File: src/rtl/hcl_pkg.sv
package hcl_pkg;

    typedef enum logic {
        LIM_LOW  = 1'b0,
        LIM_HIGH = 1'b1
    } lim_sel_e;

    // Next score value for one strobed cycle, saturating at both ends.
    function automatic int score_next(int cur, logic oc, int up, int dn, int lim);
        int n;
        if (oc) begin
            n = cur + up;
            if (n > lim) n = lim;
        end else begin
            n = (cur >= dn) ? cur - dn : 0;
        end
        return n;
    endfunction

endpackage

File: src/rtl/hcl_thr_latch.sv
module hcl_thr_latch
    import hcl_pkg::*;
(
    input  logic     clk,
    input  logic     rst,
    input  logic     sample,
    input  logic     level,
    output lim_sel_e code,
    output logic     meas_on
);
    always_ff @(posedge clk) begin
        if (rst) begin
            code    <= LIM_LOW;
            meas_on <= 1'b1;
        end else if (sample && meas_on) begin
            code    <= lim_sel_e'(level);
            meas_on <= 1'b0;
        end
    end
endmodule

File: src/rtl/hcl_oc_counter.sv
module hcl_oc_counter
    import hcl_pkg::*;
#(
    parameter int LIMIT = 16,
    parameter int UP    = 2,
    parameter int DN    = 1
) (
    input  logic clk,
    input  logic rst,
    input  logic strobe,
    input  logic oc,
    input  logic hold,
    input  logic clear,
    output logic trip
);
    localparam int CW = $clog2(LIMIT + 1);

    logic [CW-1:0] score_q;
    int            nxt;
    logic          live;

    assign live = strobe && !hold;

    always_comb begin
        nxt  = score_next(int'(score_q), oc, UP, DN, LIMIT);
        trip = live && (nxt >= LIMIT);
    end

    always_ff @(posedge clk) begin
        if (rst || clear) begin
            score_q <= '0;
        end else if (live) begin
            score_q <= CW'(nxt);
        end
    end
endmodule

File: src/rtl/hcl_wait_timer.sv
module hcl_wait_timer #(
    parameter int WAIT_US = 8000
) (
    input  logic clk,
    input  logic rst,
    input  logic trip,
    input  logic tick,
    output logic shutdown,
    output logic restart_req,
    output logic done
);
    localparam int WW = $clog2(WAIT_US + 1);
    localparam logic [WW-1:0] LAST = WW'(WAIT_US - 1);

    logic [WW-1:0] wcnt_q;

    assign done = shutdown && tick && (wcnt_q == LAST);

    always_ff @(posedge clk) begin
        if (rst) begin
            shutdown    <= 1'b0;
            restart_req <= 1'b0;
            wcnt_q      <= '0;
        end else begin
            restart_req <= done;
            if (trip) begin
                shutdown <= 1'b1;
                wcnt_q   <= '0;
            end else if (done) begin
                shutdown <= 1'b0;
                wcnt_q   <= '0;
            end else if (shutdown && tick) begin
                wcnt_q <= wcnt_q + 1'b1;
            end
        end
    end
endmodule

File: src/rtl/hcl_hiccup_ctrl.sv
module hcl_hiccup_ctrl
    import hcl_pkg::*;
#(
    parameter int LIMIT   = 16,
    parameter int UP      = 2,
    parameter int DN      = 1,
    parameter int WAIT_US = 8000
) (
    input  logic clk,
    input  logic rst,
    input  logic cyc_strobe,
    input  logic oc_flag,
    input  logic us_tick,
    input  logic thr_sample,
    input  logic thr_level,
    output logic shutdown,
    output logic restart_req,
    output logic cut_cycle,
    output logic thr_code,
    output logic meas_on
);
    logic     trip;
    logic     done;
    lim_sel_e code;

    hcl_oc_counter #(.LIMIT(LIMIT), .UP(UP), .DN(DN)) u_counter (
        .clk   (clk),
        .rst   (rst),
        .strobe(cyc_strobe),
        .oc    (oc_flag),
        .hold  (shutdown),
        .clear (done),
        .trip  (trip)
    );

    hcl_wait_timer #(.WAIT_US(WAIT_US)) u_timer (
        .clk        (clk),
        .rst        (rst),
        .trip       (trip),
        .tick       (us_tick),
        .shutdown   (shutdown),
        .restart_req(restart_req),
        .done       (done)
    );

    hcl_thr_latch u_thr (
        .clk    (clk),
        .rst    (rst),
        .sample (thr_sample),
        .level  (thr_level),
        .code   (code),
        .meas_on(meas_on)
    );

    assign thr_code  = code;
    assign cut_cycle = oc_flag && !shutdown;
endmodule

File: config.mk
export PLATFORM = sky130hd
export DESIGN_NAME = hcl_hiccup_ctrl
export DESIGN_NICKNAME = d
export VERILOG_FILES = /design/src/rtl/hcl_pkg.sv /design/src/rtl/hcl_thr_latch.sv /design/src/rtl/hcl_oc_counter.sv /design/src/rtl/hcl_wait_timer.sv /design/src/rtl/hcl_hiccup_ctrl.sv
export SDC_FILE = /design/constraint.sdc
export NUM_CORES = 1
export LEC_CHECK = 0
export ABC_AREA = 0
export BUFFER_PORTS_ARGS = -buffer_cell sky130_fd_sc_hd__buf_2
export CAP_MARGIN = 20
export CORE_MARGIN = 8
export CORE_UTILIZATION = 30
export DETAILED_ROUTE_END_ITERATION = 16
export PLACE_DENSITY = 0.46
export SETUP_SLACK_MARGIN = 0.4
export SYNTH_ARGS = -nofsm -noshare
export SYNTH_HDL_FRONTEND = slang
export SYNTH_HIERARCHICAL = 1
export SYNTH_SLANG_ARGS = --single-unit
File: constraint.sdc
create_clock -name clk -period 4.9 [get_ports clk]
set_input_delay 1.225 -clock clk [delete_from_list [all_inputs] [get_ports clk]]
set_output_delay 1.225 -clock clk [all_outputs]
set_load 0.05 [all_outputs]
==> results.txt, run 1 <==
* Global-route wire length before repair: 4.75 mm
- The floorplan step set the die height to 82.2 µm.
- Sort of element at the start of the critical path: primary input
- On the worst path, the slowest cell contributes a delay of 0.26 ns.
- Number of max-cap violations: 0
- Setup violations remaining at the end of the flow were counted as 0.
- Top cells by area, synth: sky130_fd_sc_hd__dfxtp_1, sky130_fd_sc_hd__xor2_1, sky130_fd_sc_hd__ha_1, sky130_fd_sc_hd__nor2_1, sky130_fd_sc_hd__nand3_1
- Post-layout instance count excluding filler cells: 213
- The number of antenna violations at the first check in global routing is 0.
- Of the cells placed in the final design, the portion with a size suffix greater than 1 is 0.180.
- When the netlist entered floorplanning its net count stood at 163.
* Data arrival time of the critical path: 1.88 ns
- The number of antenna diodes in the final layout is 0.
- Post-CTS resize count: 0
- Summed over all cells, the static leakage comes to 0.584 nW.
* Largest net degree at the start of global routing: 15
* Mean area per synthesized cell: 8.76 µm²
- Max H-tree Level: 1
* Input/output buffers: 11
- Outcome: finished clean
- The worst pin sits at a relative slew slack of 0.742.
- Sequential element share of the synthesized area: 0.335
- The congestion estimate from routability-driven global placement came to 0.770.
* Die outline area: 0.00675 mm²
- TritonCTS sink count: 22
- In this design, the critical path's most frequently occurring cell is sky130_fd_sc_hd__buf_2.
- In the final timing run, aggregate negative setup slack is 0 ns.
- After the last flow step, the layout net total stands at 175.
* Worst min-delay path class: reg2reg
- Counting every instance in the synthesized netlist gives 150.
- Counting the buffers created by CTS gives 3.
- Total routed wirelength: 2.83 mm
* Warnings from Yosys: 6
- CTS Hold Bufs: 0
- After synthesis the cells add up to 0.00131 mm².
- Clock period minus worst slack: 3.10 ns
* Standard-cell row count: 24
- The total area inside the core boundary comes to 0.00429 mm².
- Power per cell area: 331 mW/mm²
- Clock latency on the worst-skew pair: 0.27 ns
- In the global route stage, overall resource usage came out at 0.0888.
- Kind of critical path: in2out
* Initial drt markers: 68
* Type of destination of the critical path: output port
- Crit-path cells: buf_2 -> nor2b_4 -> buf_2
- Dividing the detail-routed wire length by the instance count gives 13.3 µm.
- Clock tree synthesis selected as its root buffer the cell sky130_fd_sc_hd__clkbuf_8.
- In the finished design, the share of the clock period the worst path needs comes to 0.633.
* Final count of pins violating max slew: 0
- The number of hold violations in the final report is 0.
- For this design the top-level I/O count stands at 12.
- In this run the remaining antenna-violating nets after routing total 0.
- Most common library cell in the layout ignoring fill and taps: sky130_fd_sc_hd__dfxtp_1
- After clock tree synthesis, the clock-pin slew on the worst setup and hold paths is 0.09 ns.
- Of all cell types, the one taking the most synthesized area is sky130_fd_sc_hd__dfxtp_1.
- In the routed design, unresolved DRC markers number 0.
- Horizontal die dimension: 82.2 µm
* Synth unique cells: 46
- GR Overflow Total: 0
* Total vias in the final route: 1099
* Vias per std cell: 5.16
* Vias in the first global route: 1061
* Setup Fix Bufs, Post-CTS: 0
- At the worst endpoint, the required time is 3.67 ns.
- In this run, synthesis produced a sequential element count of 22.
- HPWL after detailed placement: 2.13 mm
* Post-placement cell count: 209
- The clock passes through at most 2 buffers.
* Setup skew after layout: 0.00362 ns
- The first detailed-routing pass took 4 iterations.
- At the pin with the least slew margin, the transition time is 0.386 ns.
- Of the post-synthesis cell area, the dominant cell type holds 0.335.
- Among all stages on the critical path, the largest delay is contributed by sky130_fd_sc_hd__buf_2.
* Unrepaired setup endpoints after global routing: no
* Clock tree from TritonCTS: yes
- For this configuration, the core starts out at a cell density of 0.306.
- CP max FO: 14
- Highest achievable clock rate: 322 MHz
- Area Growth Syn to Fin: 12.1%
* Worst IR drop on VDD: 142 µV
- The top cell types in the final layout, fill and taps aside, are sky130_fd_sc_hd__dfxtp_1, sky130_fd_sc_hd__nor2_1, sky130_fd_sc_hd__nand3_1.
==> synthesized netlist by cell type (all sizes together) <==
cell type	number
dfxtp	22
nor2	18
nand3	12
xor2	10
a21oi	9
nand2	8
inv	7
ha	6
nand4	5
and3	4
buf	4
nand2b	4
o21ai	4
and4	3
xnor2	3
a21o	2
a22oi	2
a31oi	2
and2	2
and2b	2
mux2i	2
nor3b	2
or2	2
a211o	1
a211oi	1
a21bo	1
and4b	1
nand3b	1
nand4b	1
nor2b	1
nor3	1
nor4b	1
o2111ai	1
o41ai	1
or3	1
or3b	1
or4	1
or4b	1
==> final timing paths <==
check                                     startpoint                end  slack [ns]  cells after the start
worst max-delay path                         oc_flag          cut_cycle        1.80                      3
worst min-delay path               u_timer/wcnt_q[1]  u_timer/wcnt_q[1]        0.50                      2
worst max register to register  u_counter/score_q[1]  u_timer/wcnt_q[1]        2.63                      8
worst min register to register     u_timer/wcnt_q[1]  u_timer/wcnt_q[1]        0.50                      2
==> routing by layer <==
layer | vias to the layer above | track usage | routed length, µm
li1 | 554 | - | -
met1 | 530 | 0.0988 | 1280
met2 | 10 | 0.161 | 1450
met3 | 5 | 0.0195 | 67
met4 | 0 | 0.0333 | 33
met5 | - | 0 | 0
==> report_power, final <==
group / internal (W) / total [W] / switching, W
registers: 0.000188 / 0.000206 / 0.0000182
clock network: 0.000109 / 0.000174 / 0.0000647
logic: 0.0000433 / 0.000108 / 0.0000646
total: 0.000340 / 0.000488 / 0.000148
==> worst max-delay path, delay by kind of cell <==
| kind | cells | cell delay, ns |
|---|---|---|
| buffers and inverters | 2 | 0.48 |
| and+or+nand+nor | 1 | 0.17 |
==> cell families after synthesis <==
logic type               share of synthesized area
AO/OA/AOI/OAI                                0.126
adder cells (fa/ha/maj)                     0.0571
AND/OR/NAND/NOR                              0.335
XOR/XNOR                                    0.0867
buffers and inverters                       0.0448
multiplexers                                0.0152
flip-flops                                   0.335
==> per-stage QoR <==
| step | setup slack (ns) | area [µm²] | total power (W) | utilization | hold slack, ns |
|---|---|---|---|---|---|
| CTS | 1.79 | 1470 | 0.000493 | 0.343 | 0.493 |
| global placement | 1.80 | 1400 | 0.000316 | 0.326 | 0.459 |
| global route | 1.73 | 1470 | 0.000515 | 0.343 | 0.516 |
| floorplan | 2.15 | 1310 | 0.000295 | - | 0.445 |
| finish | 1.80 | 1470 | 0.000488 | 0.343 | 0.499 |
| detailed placement | 1.79 | 1400 | 0.000318 | 0.326 | 0.479 |
==> area by class of cell <==
cell class | instances | area (µm²)
multi-input combinational | 117 | 815
timing repair buffer | 11 | 55.1
sequential | 22 | 440
tap | 52 | 65.1
inverter | 7 | 26.3
clock inverter | 1 | 30.0
clock buffer | 3 | 41.3
fill | 469 | 2820
==> sequential cells by signal (all words and copies together), names as in the netlist <==
register	count
u_thr/meas_on	1
u_counter/score_q	5
u_timer/shutdown	1
u_thr/code	1
u_timer/restart_req	1
u_timer/wcnt_q	13
No activity file was read; power rests on OpenSTA's default activity.
==> run 2, diff against run 1 <==
- clock period: 4.9 -> 3.2 ns (I/O delays scaled with it)
==> run 2 against run 1 <==
  * Cell count decreased by 0.47%
  * Critical path depth is the same
  * Global-route usage increased by 0.16 points
  * Setup slack worse by 0.85 ns
  * Hold slack worse by 0.024 ns
  * Critical path type unchanged
  * Largest cell class unchanged
==> results.txt, run 2 (same netlist as run 1, synthesis figures left out) <==
- CTS placed an instance of sky130_fd_sc_hd__clkbuf_8 at the clock tree root.
- Highest achievable clock rate: 444 MHz
* Power per cell area: 452 mW/mm² (+36%)
- The global routing stage identified its most utilized layer as met2.
- Final Setup Violations: 0 (unchanged)
- Cell area reported after detailed placement: 0.00140 mm² (unchanged)
* Worst setup startpoint: oc_flag
- Number of flip-flops under the largest register name: 13 (unchanged)
- Leakage component of the power: 0.569 nW (-2.4%)
- The worst register-to-register path ends at u_timer/wcnt_q[1].
- The die extent in x was 82.2 µm (unchanged).
- The fraction of layout instances using a drive strength above 1 came to 0.175 (-0.00512).
* Highest cell delay on the worst timing path: 0.26 ns (about the same)
- Max H-tree Level: 1 (unchanged)
* Most used cells in the layout excluding fill and tap cells: sky130_fd_sc_hd__dfxtp_1, sky130_fd_sc_hd__nor2_1, sky130_fd_sc_hd__nand3_1
- The critical path goes through buf_2 -> nor2b_4 -> buf_2.
* Routed length per instance: 13.3 µm (+0.47%)
* Core Box Area: 0.00429 mm² (unchanged)
- The worst endpoint required time came to 2.40 ns (-1.27 ns).
* Register-to-register path setup slack: 0.98 ns (-1.65 ns)
- The met2 track utilization from global routing came to 0.162 (+0.000789).
* Number of inserted diodes: 0 (unchanged)
- The number of hold violations in the final report came to 0 (unchanged).
- Among all stages on the critical path, the largest delay is contributed by sky130_fd_sc_hd__buf_2.
- CP max FO: 14 (unchanged)
- Tcrit/Tclk final: 0.704
- The worst setup path is launched from a primary input.
- The number of setup buffers added after CTS is 0 (unchanged).
* CTS Hold Bufs: 0 (unchanged)
- Clock latency on the worst-skew pair: 0.26 ns (about the same)
- TritonCTS built the clock tree.
- The initial detailed-routing violation count is 21 (-69%).
* Kind of critical path: in2out
- Global-route wire length before repair: 4.80 mm (+1.0%)
- The cell family contributing the most delay on the critical path is buffers and inverters.
- Count of cells along the worst register-to-register path: 8 (unchanged)
- Area Growth Syn to Fin: 9.81%
- The final setup TNS was 0 ns (unchanged).
- The critical path ends at cut_cycle.
- The max-cap check violation count came to 0 (unchanged).
- The via count of the first global-routing pass is 1076 (+1.4%).
* Total DRC errors in the routed layout: 0 (unchanged)
- The global-route congestion overflow total is 0 (unchanged).
- The met1 usage came to 0.0996 (+0.000759).
- Maximum root-to-sink buffer count: 2 (unchanged)
- Clock slew at reported path FFs: 0.08 ns (about the same)
- Most common library cell in the layout ignoring fill and taps: sky130_fd_sc_hd__dfxtp_1
- Post-placement cell count: 209 (unchanged)
* Post-CTS resize count: 0 (unchanged)
* Outcome: finished clean
- The tightest slew margin relative to the limit came to 0.715 (-0.0275).
- Total vias in the final route: 1070 (-2.6%)
- Worst reg2reg startpoint: u_counter/score_q[1]
- Worst IR drop on VDD: 164 µV (+15%)
* HPWL after detailed placement: 2.09 mm (-1.7%)
- Depth of the critical timing path with buffers and inverters included: 3 (unchanged)
- The first-pass iteration count of the detailed router was 4 (unchanged).
* Die span in y: 82.2 µm (unchanged)
* Final Util: 0.336 (-0.00699)
- Number of nets at the end of the flow: 175 (unchanged)
- Input/output buffers: 11 (unchanged)
* Met3 Usage GRT: 0.0173 (-0.00216)
* Overall Power: 0.000652 W (+34%)
- Registers with the most flip-flops: u_timer/wcnt_q (13), u_counter/score_q (5)
- Number of buffers and inverters on the critical path: 2 (unchanged)
* Die outline area: 0.00675 mm² (unchanged)
- Setup skew after layout: 0.00182 ns (-0.00180 ns)
* Worst min-delay path class: reg2reg
- Gr usage total: 0.0904 (+0.00161)
- The routed design could run at a clock period as short as 2.25 ns.
- Starting utilization of the core area: 0.306 (unchanged)
* Library cell appearing most often on the critical path: sky130_fd_sc_hd__buf_2
- The data arrival at the endpoint of the critical path came to 1.45 ns (-0.43 ns).
- The maximum number of pins on one net before global-route repair was 15 (unchanged).
- The clock net sink count came to 22 (unchanged).
- The number of max-slew violations in the final report came to 0 (unchanged).
- Number of primary I/O pins: 12 (unchanged)
* Tightest Pin Transition: 0.427 ns (+0.0412 ns)
- Post-route standard cell area excluding fillers: 0.00144 mm² (-2.0%)
- The detail-routed via count per cell was 5.05 (-2.2%).
- The clock buffer count from CTS is 3 (unchanged).
- The total wire length came to 2.83 mm (unchanged).
- The non-filler instance count after layout is 212 (-0.47%).
- Final weighted congestion in routability-driven placement: 0.796 (+3.4%)
* Unrepaired setup endpoints after global routing: no
* Top register by number of flip-flops: u_timer/wcnt_q
* Antenna-violating nets left: 0 (unchanged)
* Type of destination of the critical path: output port
- Number of antenna violations at the first check in global routing: 0 (unchanged)
- Standard-cell row count: 24 (unchanged)
[run 2: cell types whose count changed in the layout (fill, tap and decap cells not counted), sizes merged]
cell,delta
bufinv,-1
[run 2: worst min-delay path by stage]
| stage | from | endpoint | cells past startpoint |
|---|---|---|---|
| after floorplan | u_timer/wcnt_q[1] | u_timer/wcnt_q[1] | 2 |
| after global placement | u_timer/wcnt_q[1] | u_timer/wcnt_q[1] | 2 |
| after detailed placement | u_timer/wcnt_q[1] | u_timer/wcnt_q[1] | 2 |
| after CTS | u_timer/wcnt_q[1] | u_timer/wcnt_q[1] | 2 |
| after global routing | u_timer/wcnt_q[1] | u_timer/wcnt_q[1] | 2 |
| final | u_timer/wcnt_q[1] | u_timer/wcnt_q[1] | 2 |
[run 2: tightest hold or removal path, cell delays in order (launching register included)]
cell and delay [ns]:
sky130_fd_sc_hd__dfxtp_1 0.33, sky130_fd_sc_hd__nand2_1 0.05, sky130_fd_sc_hd__a21oi_1 0.05
[run 2: area by class of cell]
cell class	instances	area, µm²
well taps	52	65.1
flip-flops and latches	22	440
multi-input cells	117	815
inverters	7	26.3
repair buffers	11	55.1
fillers	449	2850
clock buffers	3	41.3
[run 2: where the power goes]
| part | internal [W] | switching, W |
|---|---|---|
| registers | 0.000288 | 0.0000288 |
| logic | 0.0000662 | 0.0000982 |
| clock network | 0.0000840 | 0.0000869 |
| total | 0.000438 | 0.000214 |
[run 2: routing by layer]
metal | share of wire | wire length, µm
met2 | 0.51 | 1450
met3 | 0.015 | 42
met1 | 0.46 | 1310
met4 | 0.0095 | 27
met5 | 0 | 0
[run 2: stage by stage]
| stage | setup slack, ns | hold slack, ns |
|---|---|---|
| finish | 0.947 | 0.475 |
| global route | 0.865 | 0.513 |
| CTS | 0.937 | 0.481 |
| detailed placement | 0.938 | 0.471 |
| global placement | 0.952 | 0.460 |
| floorplan | 1.12 | 0.445 |
